--- src/rtl/evc_pkg.sv ---
package evc_pkg;
  localparam int unsigned NUM_CH     = 3;
  localparam int unsigned CODE_W     = 4;
  localparam int unsigned DBL_LAST   = 4;   // last code of the doubling range
  localparam int unsigned STEP_TICKS = 16;
  localparam int unsigned MAX_STEPS  = 9;   // 9 * 16 = 144 ticks
  localparam int unsigned MAX_TICKS  = MAX_STEPS * STEP_TICKS;
  localparam int unsigned CNT_W      = $clog2(MAX_TICKS + 1);

  typedef logic [CNT_W-1:0] ticks_t;

  function automatic ticks_t code_to_ticks(input logic [CODE_W-1:0] code);
    int unsigned c;
    int unsigned steps;
    c = int'(code);
    if (c == 0) return '0;
    if (c <= DBL_LAST) return ticks_t'(1 << (c - 1));
    steps = c - DBL_LAST;
    if (steps > MAX_STEPS) steps = MAX_STEPS;
    return ticks_t'(steps * STEP_TICKS);
  endfunction
endpackage

--- src/rtl/evc_delay_decode.sv ---
module evc_delay_decode
  import evc_pkg::*;
(
  input  logic [CODE_W-1:0] code,
  output ticks_t            ticks
);
  always_comb begin
    ticks = code_to_ticks(code);
  end
endmodule

--- src/rtl/evc_chan_timer.sv ---
module evc_chan_timer
  import evc_pkg::*;
(
  input  logic   clk,
  input  logic   rst_n,
  input  logic   tick_en,
  input  logic   ev_in,
  input  ticks_t load_ticks,
  output logic   fire,
  output logic   dly_q
);
  ticks_t cnt_q, cnt_d;
  logic   busy_q, busy_d;

  always_comb begin
    cnt_d  = cnt_q;
    busy_d = busy_q;
    fire   = 1'b0;
    if (ev_in) begin
      if (load_ticks == '0) begin
        fire   = 1'b1;
        busy_d = 1'b0;
        cnt_d  = '0;
      end else begin
        cnt_d  = load_ticks;
        busy_d = 1'b1;
      end
    end else if (busy_q && tick_en) begin
      if (cnt_q == ticks_t'(1)) begin
        fire   = 1'b1;
        busy_d = 1'b0;
        cnt_d  = '0;
      end else begin
        cnt_d = cnt_q - ticks_t'(1);
      end
    end
  end

  always_ff @(posedge clk or negedge rst_n) begin
    if (!rst_n) begin
      cnt_q  <= '0;
      busy_q <= 1'b0;
      dly_q  <= 1'b0;
    end else begin
      cnt_q  <= cnt_d;
      busy_q <= busy_d;
      dly_q  <= fire;
    end
  end


  hold_without_tick_chk: assert property (@(posedge clk) disable iff (!rst_n)
    busy_q && !tick_en && !ev_in |=> $stable(cnt_q) && busy_q && !dly_q);


  no_spurious_pulse_chk: assert property (@(posedge clk) disable iff (!rst_n)
    !ev_in && !(busy_q && tick_en) |=> !dly_q);


  reload_chk: assert property (@(posedge clk) disable iff (!rst_n)
    ev_in && load_ticks != '0 |=> busy_q && cnt_q == $past(load_ticks) && !dly_q);


  zero_delay_chk: assert property (@(posedge clk) disable iff (!rst_n)
    ev_in && load_ticks == '0 |=> dly_q && !busy_q);
endmodule

--- src/rtl/evc_combine.sv ---
module evc_combine
  import evc_pkg::*;
(
  input  logic              clk,
  input  logic              rst_n,
  input  logic [NUM_CH-1:0] fire,
  input  logic [NUM_CH-1:0] mask,
  output logic              comb_q
);
  logic comb_d;

  always_comb begin
    comb_d = |(fire & mask);
  end

  always_ff @(posedge clk or negedge rst_n) begin
    if (!rst_n) comb_q <= 1'b0;
    else        comb_q <= comb_d;
  end


  masked_off_chk: assert property (@(posedge clk) disable iff (!rst_n)
    (fire & mask) == '0 |=> !comb_q);


  masked_on_chk: assert property (@(posedge clk) disable iff (!rst_n)
    (fire & mask) != '0 |=> comb_q);
endmodule

--- src/rtl/evc_delay_combiner.sv ---
module evc_delay_combiner
  import evc_pkg::*;
(
  input  logic              clk,
  input  logic              rst_n,
  input  logic              tick_en,
  input  logic [NUM_CH-1:0] ev_in,
  input  logic [CODE_W-1:0] delay_code,
  input  logic [NUM_CH-1:0] comb_mask,
  output logic [NUM_CH-1:0] ev_dly,
  output logic              ev_comb
);
  ticks_t            load_ticks;
  logic [NUM_CH-1:0] fire;

  evc_delay_decode u_decode (
    .code  (delay_code),
    .ticks (load_ticks)
  );

  for (genvar ch = 0; ch < NUM_CH; ch++) begin : g_chan
    evc_chan_timer u_timer (
      .clk        (clk),
      .rst_n      (rst_n),
      .tick_en    (tick_en),
      .ev_in      (ev_in[ch]),
      .load_ticks (load_ticks),
      .fire       (fire[ch]),
      .dly_q      (ev_dly[ch])
    );
  end

  evc_combine u_combine (
    .clk    (clk),
    .rst_n  (rst_n),
    .fire   (fire),
    .mask   (comb_mask),
    .comb_q (ev_comb)
  );


  decode_range_chk: assert property (@(posedge clk) disable iff (!rst_n)
    delay_code != '0 |-> load_ticks != '0 && load_ticks <= ticks_t'(MAX_TICKS));


  comb_source_chk: assert property (@(posedge clk) disable iff (!rst_n)
    ev_comb |-> ev_dly != '0);
endmodule

--- config.mk ---
export PLATFORM = sky130hd
export DESIGN_NAME = evc_delay_combiner
export DESIGN_NICKNAME = d
export VERILOG_FILES = /design/src/rtl/evc_pkg.sv /design/src/rtl/evc_delay_decode.sv /design/src/rtl/evc_chan_timer.sv /design/src/rtl/evc_combine.sv /design/src/rtl/evc_delay_combiner.sv
export SDC_FILE = /design/constraint.sdc
export NUM_CORES = 1
export LEC_CHECK = 0
export BUFFER_PORTS_ARGS = -buffer_cell sky130_fd_sc_hd__buf_2
export CAP_MARGIN = 0
export CORE_ASPECT_RATIO = 1.5
export CORE_MARGIN = 2
export CORE_UTILIZATION = 40
export DETAILED_ROUTE_END_ITERATION = 12
export SLEW_MARGIN = 10
export SYNTH_ARGS = -nofsm -noshare
export SYNTH_HDL_FRONTEND = slang
export SYNTH_HIERARCHICAL = 1
export SYNTH_SLANG_ARGS = --single-unit
--- constraint.sdc ---
create_clock -name clk -period 4.3 [get_ports clk]
set_input_delay 0.215 -clock clk [delete_from_list [all_inputs] [get_ports clk]]
set_output_delay 0.215 -clock clk [all_outputs]
set_load 0.01 [all_outputs]
==> results.md, run 1 <==
Run status:
- The run finished, with violations left.
- The checks that failed: hold timing.

Clock network:
- The maximum level of the CTS H-tree is 2.
- Clock latency on the worst-skew pair, taken at its later pin, is 0.28 ns.
- For this design, the CTS-stage hold fixing added 0 buffers.
- Clock tree synthesis selected as its root buffer the cell clkbuf_8.
- The number of clock buffers added by TritonCTS is 5.
- The setup fix buffers added after clock tree synthesis is 0.
- The maximum root-to-sink buffer count is 2.
- Clock tree synthesis found a total of 31 sinks.
- After clock tree synthesis, the clock-pin slew on the worst setup and hold paths is 0.07 ns.
- TritonCTS built the clock tree.
- The number of gates resized after CTS was 0.

Synth:
- The synthesized netlist occupies a cell area of 2210 sq um.
- The flip-flop cell with the highest count after synthesis is dfrtp_1.
- The fraction of registers with async set or reset after synthesis is 100%.
- The distinct cell type count of the synthesized netlist is 53.
- The share of the Yosys chip area taken by registers is 35.2%.
- When the netlist entered floorplanning its net count stood at 263.
- The number of flip-flops and latches in the synthesized netlist is 31.
- In this run the biggest area consumer among cell types represents 35.2% of the synthesized area.
- Counting flops with a built-in enable in the synthesized netlist gives 0.
- The average cell area after synthesis is 9.15 sq um.
- The biggest area contributor in the post-synthesis netlist is dfrtp_1.
- During synthesis, Yosys emitted a total of 6 warnings.
- The gate count of the mapped netlist is 241.
- By area the synthesized netlist is led by dfrtp_1, ha_1, o21ai_0.

Global route:
- The number of global-route vias before repair is 1845.
- The initial antenna violation count was 0.
- The first global-routing pass estimated 8.76 mm of wire.
- The overall global routing resource usage is 18.6%.
- Summed over all layers, the global routing overflow is 0.
- The maximum number of pins on one net before global-route repair is 32.

Cells and area:
- The post-route netlist has 22.3% of its cells at a drive strength greater than 1.
- In the final layout, flip-flops and latches occupy slightly below 800 sq um.
- Summing all non-filler instances in the final layout gives an area of around 2500 sq um.
- Fill cells in the final layout number between 500 and 600.
- The net count of the finished layout is about 280.
- The diode insertion count for antenna repair is 0.
- The area used by multi-input combinational logic is between 1000 and 1500 sq um.
- The area added between synthesis and finish is 12.1%.
- Cells fill between 40% and 50% of the core in the end.

Drt:
- Wires add up to 5.16 mm.
- The count of routing violations after the opening detailed-route iteration is roughly 130.
- The routed layout has approximately 1900 vias.
- In this run the remaining antenna-violating nets after routing total 0.
- The first TritonRoute pass finished after 4 iterations.
- The per-cell via count in the routed design is 5.80.
- The average wire length per cell after detail routing is 15.6 microns.
- The total DRC errors in the routed layout is 0.

Critical path:
- For the worst setup path, the data required time is 4.46 ns.
- Data on the critical path arrives at its endpoint at 2.61 ns.
- The number of cells on the worst reg-to-reg path is 6.
- The worst setup path is launched from an input port.
- Setup slack on the worst reg-to-reg path comes out at 2.30 ns.
- Of all nets on the critical path, the largest fanout is 8.
- In this run the critical register-to-register path is launched from g_chan[0].u_timer/cnt_q[0].
- The path type of the worst setup path is input port to flop.
- The capture point of the worst reg-to-reg path is g_chan[0].u_timer/cnt_q[6].
- The kind of end point of the critical path is a flop.

Floorplanning:
- For this configuration, the core starts out at a cell density of 40.8%.
- The floorplan has 33 rows.
- The core outline area is 5410 sq um.
- The vertical die dimension is between 90 and 100 microns.
- The floorplan step defined a die boundary enclosing 6140 sq um.
- The die is between 60 and 70 microns wide.
- The count of boundary I/O pins is 17.

Timing:
- Dividing the final minimum period by the clock period gives 56.8%.
- The time the final worst path needs with I/O delays and setup is 2.44 ns.
- Static timing analysis puts the maximum clock frequency at 409 MHz.
- For the final database, setup skew stands at 0.00860 ns.
- Setup repair after global routing left no endpoint under its margin.
- The max-slew violation count is 0.
- The final hold violation count is 31.
- For the pin with the worst max-slew slack, the measured transition is slightly below 1 ns.
- Setup violations remaining at the end of the flow were counted as 0.
- The max-slew headroom at the worst pin is roughly a third.
- The total negative slack is 0 ns.
- Final hold analysis gives a worst-case slack of -0.0142 ns.

Power and ir drop:
- The maximum ir drop on the vdd rail is roughly 180 uV.
- In this run the power density over the cells is approximately 370 nW/um^2.
- The analysis attributes to cell leakage a power of 1.03 nW.

Hold path:
- The worst hold path belongs to the class input port to asynchronous set/reset pin.

Place:
- Summed over all nets, the half-perimeter wirelength after detailed placement is 3.77 mm.
- In this run the cell area measured after placement is 2350 sq um.
- Routability-driven placement finished with a final weighted congestion of roughly 0.82.
- Buffers placed on the I/O ports in this run total 16.

Run:
- The number of max-cap violations is 0.
per-stage QoR:
step,power (mW),cells,hold WS [ns],setup WS (ns)
floorplan,0.550,241,-0.0806,2.17
global placement,0.612,322,0.309,1.73
detailed placement,0.616,322,0.319,1.60
CTS,0.923,330,0.00644,1.91
global route,0.970,330,0.0424,1.71
finish,0.911,330,-0.0142,1.86
layout by cell type, fill, tap and decap left out, types with 3 or more instances in the layout:
cell type / n
dfrtp_1: 31
nand2_1: 23
o21ai_0: 19
a21oi_1: 16
buf_2: 16
inv_1: 15
nor4_1: 14
nand3_1: 9
nor2_1: 9
nor2b_1: 9
ha_1: 9
clkbuf_8: 6
nor3_2: 4
nand2_2: 4
a221o_1: 4
mux2_2: 4
nor4b_2: 3
o31ai_1: 3
a22oi_1: 3
o21ai_1: 3
a211oi_1: 3
mux2i_1: 3
mux2_1: 3
a31oi_1: 3
layout make-up:
type	instances	area share (%)
timing repair buffer	18	3.85
clock buffer	6	3.34
multi-input combinational	188	54.2
tap	70	3.54
inverter	15	2.28
sequential	31	31.4
clock inverter	2	1.42
cell families after synthesis:
| kind of cell | synth area share [%] |
|---|---|
| flip-flops | 35.2 |
| AND/OR/NAND/NOR | 31.0 |
| adder cells (fa/ha/maj) | 5.11 |
| buffers and inverters | 4.08 |
| XOR/XNOR | 0.397 |
| AO/OA/AOI/OAI | 19.3 |
| multiplexers | 4.93 |
worst max path at each step:
stage                             start               end  slack, ns  depth (start not counted)
after floorplan           delay_code[1]  u_combine/comb_q       2.17                         10
after global placement    delay_code[0]  u_combine/comb_q       1.73                         11
after detailed placement  delay_code[0]  u_combine/comb_q       1.60                         11
after CTS                 delay_code[0]  u_combine/comb_q       1.91                         11
after global routing      delay_code[0]  u_combine/comb_q       1.71                         11
final                     delay_code[0]  u_combine/comb_q       1.86                         11
critical path, stage by stage:
cell and delay (ns):
buf_2 0.16, inv_1 0.10, ha_1 0.28, nor3_2 0.21, a21oi_1 0.12, nor4_1 0.75, nor4_1 0.13, nand3_1 0.13
o31ai_1 0.10, a222oi_1 0.35, inv_1 0.07
power by group:
part	switching (mW)	internal [mW]
registers	0.0493	0.326
clock network	0.113	0.187
logic	0.130	0.104
total	0.293	0.618
synth_stat cells, drive strengths merged, types with 2 or more instances:
| cell | number |
|---|---|
| dfrtp | 31 |
| nand2 | 27 |
| o21ai | 22 |
| a21oi | 18 |
| nor4 | 17 |
| inv | 15 |
| ha | 9 |
| nand3 | 9 |
| nor2 | 9 |
| nor2b | 9 |
| mux2 | 7 |
| clkbuf | 6 |
| nor3 | 6 |
| nor4b | 5 |
| a221o | 4 |
| nor3b | 4 |
| or4 | 4 |
| a211oi | 3 |
| a22oi | 3 |
| a31oi | 3 |
| mux2i | 3 |
| nand2b | 3 |
| o31ai | 3 |
| or3 | 3 |
| a221oi | 2 |
| and2 | 2 |
| nand4 | 2 |
registers in the layout, indices dropped and copies added, names as in the netlist:
name	count
g_chan.u_timer/busy_q	3
g_chan.u_timer/cnt_q	24
g_chan.u_timer/dly_q	3
u_combine/comb_q	1
routing by layer:
metal	share of wire, %	global-route usage (%)	routed length (microns)	vias to the layer above
met5	0	0	0	-
met4	2.4	8.69	124	0
met3	2.6	3.22	135	11
met2	54	34.3	2800	37
met1	41	20.3	2100	929
li1	-	-	-	936
(Power assumes the default switching activity.)
==> run 2, diff against run 1 <==
Clock period 4.3 ns to 2.5 ns, I/O delays scaled along.
==> results.md, run 2 (synthesis gave the netlist of run 1 again) <==
Drt:
- The count of TritonRoute iterations in the first routing pass is 4 (unchanged).
- The count of nets left with antenna violations after detail routing is 0 (unchanged).
- The sum of met3 wire segment lengths after detailed routing was 128 microns (was 135 microns).
- The detailed-routing wirelength on met1 is 2.18 mm (was 2.10 mm).
- The via count is 1876 (was 1913).
- The average wire length per cell after detail routing came to 15.3 microns (was 15.6 microns).
- The count of routing violations after the opening detailed-route iteration is 115 (was 127).
- The total DRC errors in the routed layout is 0 (unchanged).
- The detailed-route wire length is 5.11 mm (was 5.16 mm).
- The per-cell via count in the routed design is 5.62 (was 5.80).
- The highest metal layer used by the detailed router is met4 (unchanged).
- The routed length on met2 is 2.76 mm (was 2.80 mm).

Cells and area:
- The final instance count without filler cells is 334 (was 330).
- Commonest cells after routing, fill and taps aside: dfrtp_1, nand2_1, o21ai_0, a21oi_1, buf_2 (unchanged).
- The number of flip-flops under the largest register name came to 24 (unchanged).
- The diode insertion count for antenna repair is 0 (unchanged).
- The register area is 776 sq um (unchanged).
- Registers with the highest flip-flop counts: g_chan.u_timer/cnt_q: 24 flops, g_chan.u_timer/busy_q: 3 flops, g_chan.u_timer/dly_q: 3 flops (unchanged).
- The area added between synthesis and finish is 13.6% (was 12.1%).
- The register with the most flip-flops is g_chan.u_timer/cnt_q (unchanged).
- The fill cell instance count of the final layout was 547 (was 540).
- The area used by multi-input combinational logic is 1340 sq um (unchanged).
- The most common library cell in the layout ignoring fill and taps is dfrtp_1 (unchanged).
- The final core utilization is 46.3% (was 45.7%).
- The net count of the finished layout came to 285 (was 281).
- The share of cells above drive strength 1 is 23.1% (was 22.3%).

Run:
- The number of max-cap violations came to 0 (unchanged).

Timing:
- The max-slew violation count is 0 (unchanged).
- The worst-case setup margin in the final layout was 0.460 ns (was 1.86 ns).
- The post-route clock skew is 0.00357 ns (was 0.00860 ns).
- The smallest clock period supported by the final layout is computed as 2.04 ns.
- The worst path uses between 80% and 90% of the clock period.
- The number of setup violations in the final report came to 0 (unchanged).
- The maximum clock frequency is 490 MHz.
- The max-slew headroom at the worst pin is 53.4% (was 34.9%).
- Setup repair after global routing missed its margin: no (unchanged).
- The final hold violation count is 0 (was 31).
- The slew at the pin closest to its max-slew limit is 0.699 ns (was 0.968 ns).
- The total negative slack is 0 ns (unchanged).

Critical path:
- The startpoint of the worst register-to-register path is g_chan[0].u_timer/cnt_q[0] (unchanged).
- The highest net fanout along the worst path came to 8 (unchanged).
- The critical path startpoint is delay_code[0] (unchanged).
- The arrival time of data at the critical path endpoint is 2.20 ns (was 2.61 ns).
- The kind of end point of the critical path is a flop (unchanged).
- The category of the worst setup path launch point is an input port (unchanged).
- The register-to-register path setup slack is 0.48 ns (was 2.30 ns).
- The path type of the worst setup path is input port to flop (unchanged).
- The data required time at the worst endpoint is 2.66 ns (was 4.46 ns).

Hold path:
- The startpoint of the most critical hold path is comb_mask[1].
- The path category of the worst min-delay check is input port to flop (was input port to asynchronous set/reset pin).

Clock network:
- The TritonCTS sink count was 31 (unchanged).
- The maximum level of the CTS H-tree was 2 (unchanged).
- The number of gates resized after cts is 0 (unchanged).
- The clock tree from TritonCTS is built (unchanged).
- The count of hold buffers inserted by post-cts repair is 1 (was 0).
- The post-CTS clock slew at the launch and capture registers of the worst setup and hold paths is 0.07 ns (about the same).
- The clock root buffer master was clkbuf_8 (unchanged).
- The setup fix buffers added after clock tree synthesis is 0 (unchanged).
- The clock latency of the later-clocked register in the worst-skew pair is 0.28 ns (about the same).
- The maximum root-to-sink buffer count is 2 (unchanged).
- The total CTS buffers is 5 (unchanged).

Floorplanning:
- The die outline width came to 64.6 microns (unchanged).
- The effective utilization at floorplan is 40.8% (unchanged).
- The vertical die dimension was 95.0 microns (unchanged).
- The die footprint came to 6140 sq um (unchanged).
- The core outline area is 5410 sq um (unchanged).
- The number of standard-cell rows in the floorplan is 33 (unchanged).
- The count of boundary I/O pins is 17 (unchanged).

Global route:
- The number of global-route vias before repair came to 1828 (was 1845).
- The maximum number of pins on one net before global-route repair is 32 (unchanged).
- The wire length of the first global-routing pass is 8.71 mm (was 8.76 mm).
- The initial antenna violation count is 0 (unchanged).
- The final global-route overflow total is 0 (unchanged).
- The overall global routing resource usage is 18.1% (was 18.6%).

Place:
- The estimated wirelength of the detail-placed design is 3.85 mm (was 3.77 mm).
- The weighted congestion at the end of routability-driven global placement is 0.797 (was 0.824).
- The number of port buffers is 16 (unchanged).
- The worst slack at placement came to 0.182 ns (was 1.60 ns).
- The number of cells in the design after placement was 325 (was 322).

Power and ir drop:
- The static leakage is 1.05 nW (was 1.03 nW).
- The post-route total power came to 1.56 mW (was 0.911 mW).
- The maximum ir drop on the vdd rail came to 208 uV (was 181 uV).
- The cell area power density is 623 nW/um^2 (was 368 nW/um^2).

Run status:
- Outcome: finished, final reports clean (was complete, but fails checks).
run 2: cell types whose count changed in the layout (fill, tap and decap cells not counted):
| cell | delta |
|---|---|
| buf_4 | +3 |
| dlygate4sd3_1 | +1 |
run 2: critical path, cell delays in order:
cell and delay, ns:
buf_2 0.17, inv_1 0.10, ha_1 0.39, nand2b_4 0.07, or3_1 0.36, o22ai_2 0.25, nor4_1 0.12, nand3_1 0.10
o31ai_1 0.10, a222oi_1 0.36, inv_1 0.07
run 2: power by group:
group,internal [mW],switching (mW)
clock network,0.322,0.186
registers,0.562,0.0846
logic,0.181,0.225
total,1.06,0.496
run 2: per-layer routing:
layer | GRT usage, % | up-vias
met5 | 0 | -
met4 | 5.50 | 0
met3 | 2.62 | 4
met2 | 33.5 | 24
met1 | 21.4 | 898
li1 | - | 950
run 2: final cells by class:
type	count	share of cell area, %
clock inverters	2	1.40
clock buffers	6	3.30
repair buffers	22	5.09
multi-input cells	188	53.5
flip-flops and latches	31	31.0
inverters	15	2.25
well taps	70	3.50
run 2: stage by stage:
step / instance area (sq um) / hold slack (ns)
finish: 2500 / 0.0781
global route: 2500 / 0.0783
CTS: 2500 / 0.0674
detailed placement: 2380 / 0.222
global placement: 2380 / 0.215
floorplan: 2210 / -0.171
run 2: final timing paths:
path                                              end  cells after the start
setup / recovery                     u_combine/comb_q                     11
hold / removal                       u_combine/comb_q                      3
setup reg to reg           g_chan[0].u_timer/cnt_q[6]                      6
hold reg to reg              g_chan[2].u_timer/busy_q                      2
max in group asynchronous  g_chan[2].u_timer/cnt_q[7]                      2
min in group asynchronous  g_chan[1].u_timer/cnt_q[7]                      2
==> run 3, diff against run 2 <==
Clock period 2.5 ns to 1.82 ns, I/O delays scaled along.
==> results.md, run 3 (synthesis gave the netlist of run 1 again) <==
Run status:
- Outcome: finished, final reports clean (unchanged).

Run:
- The number of max-cap violations is 0 (unchanged).

Cells and area:
- The fill cell instance count of the final layout is 492 (was 547).
- The area added between synthesis and finish is 39.4% (was 13.6%).
- The diode insertion count for antenna repair was 0 (unchanged).
- The share of cells above drive strength 1 was 42.9% (was 23.1%).
- The register with the most flip-flops is g_chan.u_timer/cnt_q (unchanged).
- The final instance count without filler cells was 378 (was 334).
- The number of flip-flops under the largest register name is 24 (unchanged).
- Commonest cells after routing, fill and taps aside: buf_4, dfrtp_1, nand2_1, o21ai_0 (was dfrtp_1, nand2_1, o21ai_0, a21oi_1, buf_2).
- Registers with the highest flip-flop counts: g_chan.u_timer/cnt_q: 24 flops, g_chan.u_timer/busy_q: 3 flops, g_chan.u_timer/dly_q: 3 flops (unchanged).
- The most common library cell in the layout ignoring fill and taps is buf_4 (was dfrtp_1).
- The net count of the finished layout was 329 (was 285).

Clock network:
- The clock latency of the later-clocked register in the worst-skew pair is 0.28 ns (about the same).
- The clock root buffer master is clkbuf_8 (unchanged).
- The clock tree from TritonCTS is built (unchanged).
- The post-CTS clock slew at the launch and capture registers of the worst setup and hold paths came to 0.07 ns (about the same).
- The total CTS buffers came to 5 (unchanged).
- The maximum root-to-sink buffer count is 2 (unchanged).
- The maximum level of the CTS H-tree is 2 (unchanged).
- The TritonCTS sink count was 31 (unchanged).

Drt:
- The sum of met3 wire segment lengths after detailed routing is 190 microns (was 128 microns).
- The per-cell via count in the routed design came to 5.47 (was 5.62).
- The count of nets left with antenna violations after detail routing is 0 (unchanged).
- The via count was 2067 (was 1876).
- The count of routing violations after the opening detailed-route iteration is 141 (was 115).
- The highest metal layer used by the detailed router was met4 (unchanged).
- The total DRC errors in the routed layout is 0 (unchanged).
- The detailed-routing wirelength on met1 is 2.35 mm (was 2.18 mm).
- The average wire length per cell after detail routing is 15.1 microns (was 15.3 microns).
- The detailed-route wire length is 5.69 mm (was 5.11 mm).
- The count of TritonRoute iterations in the first routing pass came to 4 (unchanged).
- The routed length on met2 is 2.98 mm (was 2.76 mm).

Critical path:
- The category of the worst setup path launch point is an input port (unchanged).
- The highest net fanout along the worst path is 5 (was 8).
- The kind of end point of the critical path was a flop (unchanged).
- The arrival time of data at the critical path endpoint is 1.94 ns (was 2.20 ns).
- The data required time at the worst endpoint was 1.99 ns (was 2.66 ns).
- The path type of the worst setup path is input port to flop (unchanged).

Power and ir drop:
- The cell area power density was 784 nW/um^2 (was 623 nW/um^2).
- The static leakage was 1.31 nW (was 1.05 nW).
- The maximum ir drop on the vdd rail is 348 uV (was 208 uV).

Global route:
- The maximum number of pins on one net before global-route repair was 32 (unchanged).
- The overall global routing resource usage is 19.7% (was 18.1%).
- The wire length of the first global-routing pass is 9.20 mm (was 8.71 mm).
- The initial antenna violation count came to 0 (unchanged).
- The number of global-route vias before repair was 1952 (was 1828).
- The final global-route overflow total is 0 (unchanged).

Place:
- The number of port buffers is 16 (unchanged).
- The number of cells in the design after placement is 364 (was 325).
- The estimated wirelength of the detail-placed design is 4.14 mm (was 3.85 mm).
- The weighted congestion at the end of routability-driven global placement is 0.866 (was 0.797).

Floorplanning:
- The die footprint is 6140 sq um (unchanged).
- The number of standard-cell rows in the floorplan is 33 (unchanged).
- The core outline area is 5410 sq um (unchanged).
- The effective utilization at floorplan was 40.8% (unchanged).
- The vertical die dimension is 95.0 microns (unchanged).
- The die outline width came to 64.6 microns (unchanged).
- The count of boundary I/O pins is 17 (unchanged).

Timing:
- Setup repair after global routing missed its margin: yes (was no).
- The number of setup violations in the final report is 0 (unchanged).
- Static timing analysis puts the maximum clock frequency at 565 MHz.
- The slew at the pin closest to its max-slew limit is 0.733 ns (was 0.699 ns).
- The worst hold margin is 0.0259 ns (was 0.0781 ns).
- The final hold violation count is 0 (unchanged).
- The post-route clock skew is 0.00543 ns (was 0.00357 ns).
- The max-slew headroom at the worst pin is 51.1% (was 53.4%).
- The final critical path takes up 97.2% of the cycle.
- The worst path needs around 1.8 ns of the cycle, external delays included.
- The max-slew violation count is 0 (unchanged).

Hold path:
- The path category of the worst min-delay check is input port to flop (unchanged).
==> run 3: cell count changes in the layout (fill, tap and decap cells not counted), moves of 5 or more <==
cell	delta
nor4_1	-5
ha_1	-5
nor4b_4	+5
inv_1	-5
buf_4	+44
==> run 3: critical path: stages <==
cell and delay [ns]:
buf_8 0.07, clkinvlp_4 0.13, ha_4 0.31, nand2b_4 0.06
or3_4 0.39, o22ai_4 0.21, nor4_2 0.07, nand3_1 0.12
o31ai_2 0.09, a222oi_1 0.32, inv_1 0.07
==> run 3: power breakdown <==
part	internal, mW	total (mW)	switching, mW
logic	0.422	0.820	0.398
registers	0.771	0.878	0.107
clock network	0.443	0.714	0.271
==> run 3: final cells by class <==
class	instances	area (sq um)	area share (%)
clock inverters	2	35.0	1.14
well taps	70	87.6	2.85
multi-input cells	188	1570	50.9
flip-flops and latches	31	776	25.2
inverters	15	60.1	1.95
clock buffers	6	82.6	2.69
repair buffers	66	468	15.2
==> run 3: path summary, 6_finish.rpt <==
path / start / to / slack [ns] / depth (start not counted)
worst min-delay path: comb_mask[1] / u_combine/comb_q / 0.03 / 3
worst max-delay path: delay_code[1] / u_combine/comb_q / 0.05 / 11
worst min register to register: g_chan[2].u_timer/busy_q / g_chan[2].u_timer/busy_q / 0.58 / 2
worst max register to register: g_chan[0].u_timer/cnt_q[1] / g_chan[0].u_timer/cnt_q[6] / 0.08 / 6
min in group asynchronous: rst_n / g_chan[1].u_timer/cnt_q[4] / 0.40 / 2
max in group asynchronous: rst_n / g_chan[2].u_timer/cnt_q[1] / 0.95 / 2
==> run 3: metal layers <==
| metal | track usage (%) | vias to the layer above |
|---|---|---|
| li1 | - | 1035 |
| met1 | 22.1 | 978 |
| met2 | 34.9 | 43 |
| met3 | 3.46 | 11 |
| met4 | 11.2 | 0 |
| met5 | 0 | - |
==> run 3: metrics by stage <==
stage	setup slack, ns	TNS, ns	utilization (%)	instance area [sq um]	total power, mW
5_1_grt	-0.0226	-0.0266	56.9	3080	2.57
4_1_cts	0.00512	0	53.5	2890	2.34
3_3_place_gp	-0.276	-0.685	50.2	2720	1.58
6_report	0.0502	0	56.9	3080	2.41
3_5_place_dp	-0.348	-0.851	50.2	2720	1.59
2_1_floorplan	-0.0735	-0.0735	-	2250	1.31
==> run 3: repair_timing <==
| item | in CTS | in global routing |
|---|---|---|
| resized for setup | 6 | 31 |
| hold endpoints to repair | 31 | 0 |
| setup buffers | 1 | 4 |
| endpoints found under the setup margin | 3 | 6 |
| pin swaps | 2 | 11 |
| hold buffers | 1 | 0 |
